$ cat config.mk
export PLATFORM = sky130hd
export DESIGN_NAME = dual_capture_timer
export DESIGN_NICKNAME = d
export VERILOG_FILES = /design/src/rtl/dct_pkg.sv /design/src/rtl/dct_edge_sync.sv /design/src/rtl/dct_down_counter.sv /design/src/rtl/dct_capture_reg.sv /design/src/rtl/dual_capture_timer.sv
export SDC_FILE = /design/constraint.sdc
export NUM_CORES = 1
export LEC_CHECK = 0
export CORE_AREA = 3 3 87 89
export CTS_BUF_LIST = sky130_fd_sc_hd__clkbuf_2 sky130_fd_sc_hd__clkbuf_4 sky130_fd_sc_hd__clkbuf_8
export DETAILED_ROUTE_END_ITERATION = 12
export DIE_AREA = 0 0 90 92
export PLACE_DENSITY = 0.59
export RECOVER_POWER = 25
export SYNTH_ARGS = -nofsm -noshare
export SYNTH_HDL_FRONTEND = slang
export SYNTH_SLANG_ARGS = --single-unit
$ cat constraint.sdc
create_clock -name clk -period 6.17 [get_ports clk]
set_clock_uncertainty 0.15 [all_clocks]
set_input_delay 1.234 -clock clk [delete_from_list [all_inputs] [get_ports clk]]
set_output_delay 1.234 -clock clk [all_outputs]
set_load 0.02 [all_outputs]
$ cat src/rtl/dct_pkg.sv
`timescale 1ns/1ps
package dct_pkg;
    localparam int CNT_W  = 16;
    localparam int ADDR_W = 2;
    localparam int NUM_CH = 2;
    localparam int SYNC_STAGES = 2;

    localparam logic [ADDR_W-1:0] A_CTRL = 2'd0;
    localparam logic [ADDR_W-1:0] A_FLAG = 2'd1;
    localparam logic [ADDR_W-1:0] A_CAPA = 2'd2;
    localparam logic [ADDR_W-1:0] A_CAPB = 2'd3;

    typedef struct packed {
        logic en_b;
        logic en_a;
        logic pol_b;
        logic pol_a;
        logic ev_mode;
    } ctrl_t;

    typedef struct packed {
        logic uflow;
        logic pend_b;
        logic pend_a;
    } flag_t;

    localparam int CTRL_W = $bits(ctrl_t);
    localparam int FLAG_W = $bits(flag_t);

    function automatic logic pick_edge(input logic rise, input logic fall, input logic falling_sel);
        return falling_sel ? fall : rise;
    endfunction
endpackage

$ cat src/rtl/dct_edge_sync.sv
`timescale 1ns/1ps
module dct_edge_sync #(
    parameter int STAGES = dct_pkg::SYNC_STAGES
) (
    input  logic clk,
    input  logic rst,
    input  logic pin,
    output logic rise,
    output logic fall
);
    localparam int MSB = STAGES - 1;

    logic [STAGES-1:0] sh_q;
    logic              prev_q;

    always_ff @(posedge clk) begin
        if (rst) begin
            sh_q   <= '0;
            prev_q <= 1'b0;
        end else begin
            sh_q   <= {sh_q[STAGES-2:0], pin};
            prev_q <= sh_q[MSB];
        end
    end

    assign rise = sh_q[MSB] & ~prev_q;
    assign fall = ~sh_q[MSB] & prev_q;

    AST_RISE_ONE_CYCLE: assert property (@(posedge clk) disable iff (rst)
        rise |=> !rise);
    AST_FALL_ONE_CYCLE: assert property (@(posedge clk) disable iff (rst)
        fall |=> !fall);
endmodule

$ cat src/rtl/dct_down_counter.sv
`timescale 1ns/1ps
module dct_down_counter #(
    parameter int WIDTH = dct_pkg::CNT_W
) (
    input  logic             clk,
    input  logic             rst,
    input  logic             step,
    output logic [WIDTH-1:0] cnt,
    output logic             uflow
);
    always_ff @(posedge clk) begin
        if (rst)       cnt <= '1;
        else if (step) cnt <= cnt - 1'b1;
    end

    assign uflow = step && (cnt == '0);

    AST_STEP_DOWN: assert property (@(posedge clk) disable iff (rst)
        step |=> cnt == $past(cnt) - 1'b1);
    AST_HOLD_IDLE: assert property (@(posedge clk) disable iff (rst)
        !step |=> $stable(cnt));
    AST_WRAP_TOP: assert property (@(posedge clk) disable iff (rst)
        uflow |=> cnt == '1);
endmodule

$ cat src/rtl/dct_capture_reg.sv
`timescale 1ns/1ps
module dct_capture_reg #(
    parameter int WIDTH = dct_pkg::CNT_W
) (
    input  logic             clk,
    input  logic             rst,
    input  logic             load,
    input  logic [WIDTH-1:0] din,
    output logic [WIDTH-1:0] q
);
    always_ff @(posedge clk) begin
        if (rst)       q <= '0;
        else if (load) q <= din;
    end

    AST_CAP_TAKE: assert property (@(posedge clk) disable iff (rst)
        load |=> q == $past(din));
    AST_CAP_KEEP: assert property (@(posedge clk) disable iff (rst)
        !load |=> $stable(q));
endmodule

$ cat src/rtl/dual_capture_timer.sv
`timescale 1ns/1ps
module dual_capture_timer
    import dct_pkg::*;
#(
    parameter int CW = CNT_W
) (
    input  logic              clk,
    input  logic              rst,
    input  logic              pin_a,
    input  logic              pin_b,
    input  logic              wr_en,
    input  logic [ADDR_W-1:0] wr_addr,
    input  logic [CTRL_W-1:0] wr_data,
    input  logic [ADDR_W-1:0] rd_addr,
    output logic [CW-1:0]     rd_data,
    output logic              irq_a,
    output logic              irq_b
);
    ctrl_t ctrl_q;
    flag_t flags_q, set_v, clr_v;

    logic [CW-1:0]     cnt;
    logic              uflow;
    logic              step;
    logic [NUM_CH-1:0] pin_vec, rise, fall, pol, trig, load;
    logic [CW-1:0]     cap [NUM_CH];

    assign pin_vec = {pin_b, pin_a};
    assign pol     = {ctrl_q.pol_b, ctrl_q.pol_a};

    for (genvar ch = 0; ch < NUM_CH; ch++) begin : g_ch
        dct_edge_sync #(.STAGES(SYNC_STAGES)) u_sync (
            .clk  (clk),
            .rst  (rst),
            .pin  (pin_vec[ch]),
            .rise (rise[ch]),
            .fall (fall[ch])
        );
        assign trig[ch] = pick_edge(rise[ch], fall[ch], pol[ch]);
        assign load[ch] = !ctrl_q.ev_mode && trig[ch];
        dct_capture_reg #(.WIDTH(CW)) u_cap (
            .clk  (clk),
            .rst  (rst),
            .load (load[ch]),
            .din  (cnt),
            .q    (cap[ch])
        );
    end

    assign step = ctrl_q.ev_mode ? rise[0] : 1'b1;

    dct_down_counter #(.WIDTH(CW)) u_cnt (
        .clk   (clk),
        .rst   (rst),
        .step  (step),
        .cnt   (cnt),
        .uflow (uflow)
    );

    always_comb begin
        set_v.pend_a = load[0];
        set_v.pend_b = ctrl_q.ev_mode ? rise[1] : trig[1];
        set_v.uflow  = uflow;
        clr_v        = '0;
        if (wr_en && wr_addr == A_FLAG) clr_v = ~wr_data[FLAG_W-1:0];
    end

    always_ff @(posedge clk) begin
        if (rst) begin
            ctrl_q  <= '0;
            flags_q <= '0;
        end else begin
            if (wr_en && wr_addr == A_CTRL) ctrl_q <= ctrl_t'(wr_data);
            flags_q <= (flags_q & ~clr_v) | set_v;
        end
    end

    always_comb begin
        unique case (rd_addr)
            A_CTRL:  rd_data = CW'(ctrl_q);
            A_FLAG:  rd_data = CW'(flags_q);
            A_CAPA:  rd_data = cap[0];
            default: rd_data = cap[1];
        endcase
    end

    assign irq_a = ctrl_q.en_a && (flags_q.pend_a || flags_q.uflow);
    assign irq_b = ctrl_q.en_b && flags_q.pend_b;

    AST_PEND_STICKY: assert property (@(posedge clk) disable iff (rst)
        flags_q.pend_a && !(wr_en && wr_addr == A_FLAG && !wr_data[0]) |=> flags_q.pend_a);
    AST_SET_BEATS_CLEAR: assert property (@(posedge clk) disable iff (rst)
        set_v.pend_b |=> flags_q.pend_b);
    AST_WRAP_FLAGGED: assert property (@(posedge clk) disable iff (rst)
        uflow |=> flags_q.uflow);
    AST_EVENT_NO_CAPTURE: assert property (@(posedge clk) disable iff (rst)
        ctrl_q.ev_mode |=> $stable(cap[0]) && $stable(cap[1]));
endmodule

==> results.md <==
* RePlAce Congestion at a little over 0.7
* Ant diodes at 0
* Crit share post-route at 0.783
* Largest net degree at the start of global routing at 51
* Type of destination of the critical path: output port
* Final Non-Filler Cells at ~400
* Setup TNS at 0 ns
* Most frequent cell after synthesis: dfxtp_1
* Pins Over Slew Limit at about 50
* Fraction of registers with async set or reset after synthesis at 0
* Antenna violations before repair at 0
* I/O pin cnt at 32
* Post-Synthesis Cells at about 280
* Synth Register Bits at 62
* Syn Nets at just under 300
* Max Root-Sink Buffers at 2
* All-Layer GR Usage at 0.152
* CP required at about 4.8 ns
* Die area at just over 0.008 mm²
* Layout cells sized above 1 at 0.114
* Max IR drop VDD at ~0.13 mV
* Least-Margin Pin Slew at ~2.2 ns
* Clock Pin Slew Worst Setup and Hold Paths at around 0.070 ns
* Area Overhead vs Synth at 19.8%
* Most frequent cells after synthesis: dfxtp_1, mux2i_1, nor2_1
* Final setup vio count at 0
* Max-slew headroom at -0.472
* Count of input and output buffers at 31
* TritonCTS Sinks at between 60 and 70
* H-tree lvl count at 3
* WP data arrival at around 3.4 ns
* Core Region at about 0.0068 mm²
* Skew-Pair Late Insertion Delay at around 0.34 ns
* Max-cap viol count at 1
* Clk root buf: clkbuf_8
* Drt drc at 0
* Fmax at 207 MHz
* Largest area contributor in the netlist: dfxtp_1
* Initial Util at 0.403
* 1st-iter DRT viols at 70
* Avg Inst Size Synth at around 10 µm²
* Critical path class: primary input to output port
* Final global-route overflow total at 0
* Synth warn at 0
* Dpl hpwl at around 4 mm
* Mapped cell area at ~0.0028 mm²
* CP Launch Type: primary input
* Post-CTS Setup Bufs at 0
* Total CTS buffers at 9
* Hold WC Path Type: flop to flop
* Post-CTS sizing at 0
* Crit path max fanout at 9
* Failing checks: capacitance limit, slew limit
* P per Cell Area at about 260 mW/mm²
* Final Net Count at around 320
* Routed wire length at 5.90 mm
* Vias/cell at between 4 and 5
* DP Area at 0.00311 mm²
* CTS tree: built
* Status: finished, violations left
* Ys flop type: dfxtp_1
* Dpl cells at around 390
* First-pass GRT wire length at ~9.9 mm
* WHS Path Cells at 1
* Number of global-route vias before repair at just under 2000
* Seq/Total Area, Yosys at 0.451
* Antenna viol nets, final at 0
* DRT Pass-1 Iters at 4
* CTS Hold Bufs at 0
* EDFF count, synth at 0
* Top cells by area, synth: dfxtp_1, mux2i_1, nor2_1
* Final min period at 4.83 ns
* Final instance area at 0.00330 mm²
* Unique masters post-synth at 43
* Final hold vios at 0
* Via count at 1970
* RSZ-0062 raised after global routing: false
* Die Height at between 90 and 100 µm
* Worst r2r path cells at 6
* Die width at 90 µm
* WL/cell at 14.6 µm
* Fill count at about 680
* P_leak at roughly 1.1 nW
* FP Rows at 30
* Synth top area share at 0.451
area by class of cell:
| cell class | instances | area, µm² | area share |
|---|---|---|---|
| inverter | 5 | 18.8 | 0.00569 |
| timing repair buffer | 35 | 332 | 0.101 |
| sequential | 62 | 1240 | 0.376 |
| clock buffer | 11 | 145 | 0.0440 |
| multi-input combinational | 191 | 1390 | 0.422 |
| clock inverter | 4 | 47.5 | 0.0144 |
| tap | 96 | 120 | 0.0364 |
logic make-up (layout without fill, tap and decap cells):
logic type	Yosys count	after routing	share of synthesized area
mux	54	54	0.211
xor+xnor	8	8	0.0255
simple gates	100	100	0.189
buf+inv	22	55	0.0427
flops	62	62	0.451
compound gates	28	28	0.0764
fa+ha+maj	1	1	0.00455
worst max-delay path, stage by stage:
cell	delay, ns
clkdlybuf4s50_1	0.83
buf_4	0.32
mux2_2	0.35
a22o_1	0.17
clkdlybuf4s50_1	0.53
layer usage:
| layer | routed length, µm | vias up | global-route usage | part of all wire |
|---|---|---|---|---|
| li1 | - | 1011 | - | - |
| met1 | 2910 | 912 | 0.195 | 0.49 |
| met2 | 2660 | 41 | 0.236 | 0.45 |
| met3 | 279 | 6 | 0.0492 | 0.047 |
| met4 | 60 | 0 | 0.0651 | 0.010 |
| met5 | 0 | - | 0 | 0 |
power by group:
| group | internal (mW) | switching, mW |
|---|---|---|
| sequential | 0.418 | 0.0127 |
| combinational | 0.0438 | 0.0419 |
| clock | 0.198 | 0.155 |
| total | 0.660 | 0.209 |
cell usage in the layout, fill, tap and decap left out, types with 5 or more instances in the layout:
cell type	synthesis	layout
nor2b_1	19	19
clkbuf_8	0	10
mux2i_1	49	49
dfxtp_1	62	62
o21ai_0	7	7
xnor2_1	7	7
nand2_1	11	11
nor2_1	42	42
clkdlybuf4s50_1	0	30
inv_1	5	5
metrics by stage:
| step | util | setup slack, ns | hold slack, ns | power [mW] |
|---|---|---|---|---|
| final | 0.483 | 1.34 | 0.285 | 0.869 |
| after global routing | 0.483 | 1.30 | 0.309 | 0.907 |
| after global placement | 0.455 | 1.37 | 0.277 | 0.525 |
| after CTS | 0.483 | 1.34 | 0.290 | 0.880 |
| after detailed placement | 0.455 | 1.35 | 0.272 | 0.526 |
| after floorplan | - | 2.34 | 0.264 | 0.496 |
worst paths after layout:
check / startpoint / to / slack [ns]
setup / recovery: rd_addr[0] / rd_data[4] / 1.34
hold / removal: g_ch[0].u_sync.sh_q[0]$_SDFF_PP0_ / g_ch[0].u_sync.sh_q[1]$_SDFF_PP0_ / 0.28
setup reg to reg: u_cnt.cnt[1]$_SDFFE_PP1P_ / u_cnt.cnt[10]$_SDFFE_PP1P_ / 3.83
hold reg to reg: g_ch[0].u_sync.sh_q[0]$_SDFF_PP0_ / g_ch[0].u_sync.sh_q[1]$_SDFF_PP0_ / 0.28
sequential cells by signal, indices dropped and copies added, names as in the netlist:
register / flops
g_ch.u_cap.q: 32
g_ch.u_sync.sh_q: 4
u_cnt.cnt: 16
flags_q: 3
g_ch.u_sync.prev_q: 2
ctrl_q: 5
Note: power is estimated with default switching activity, not from simulation.
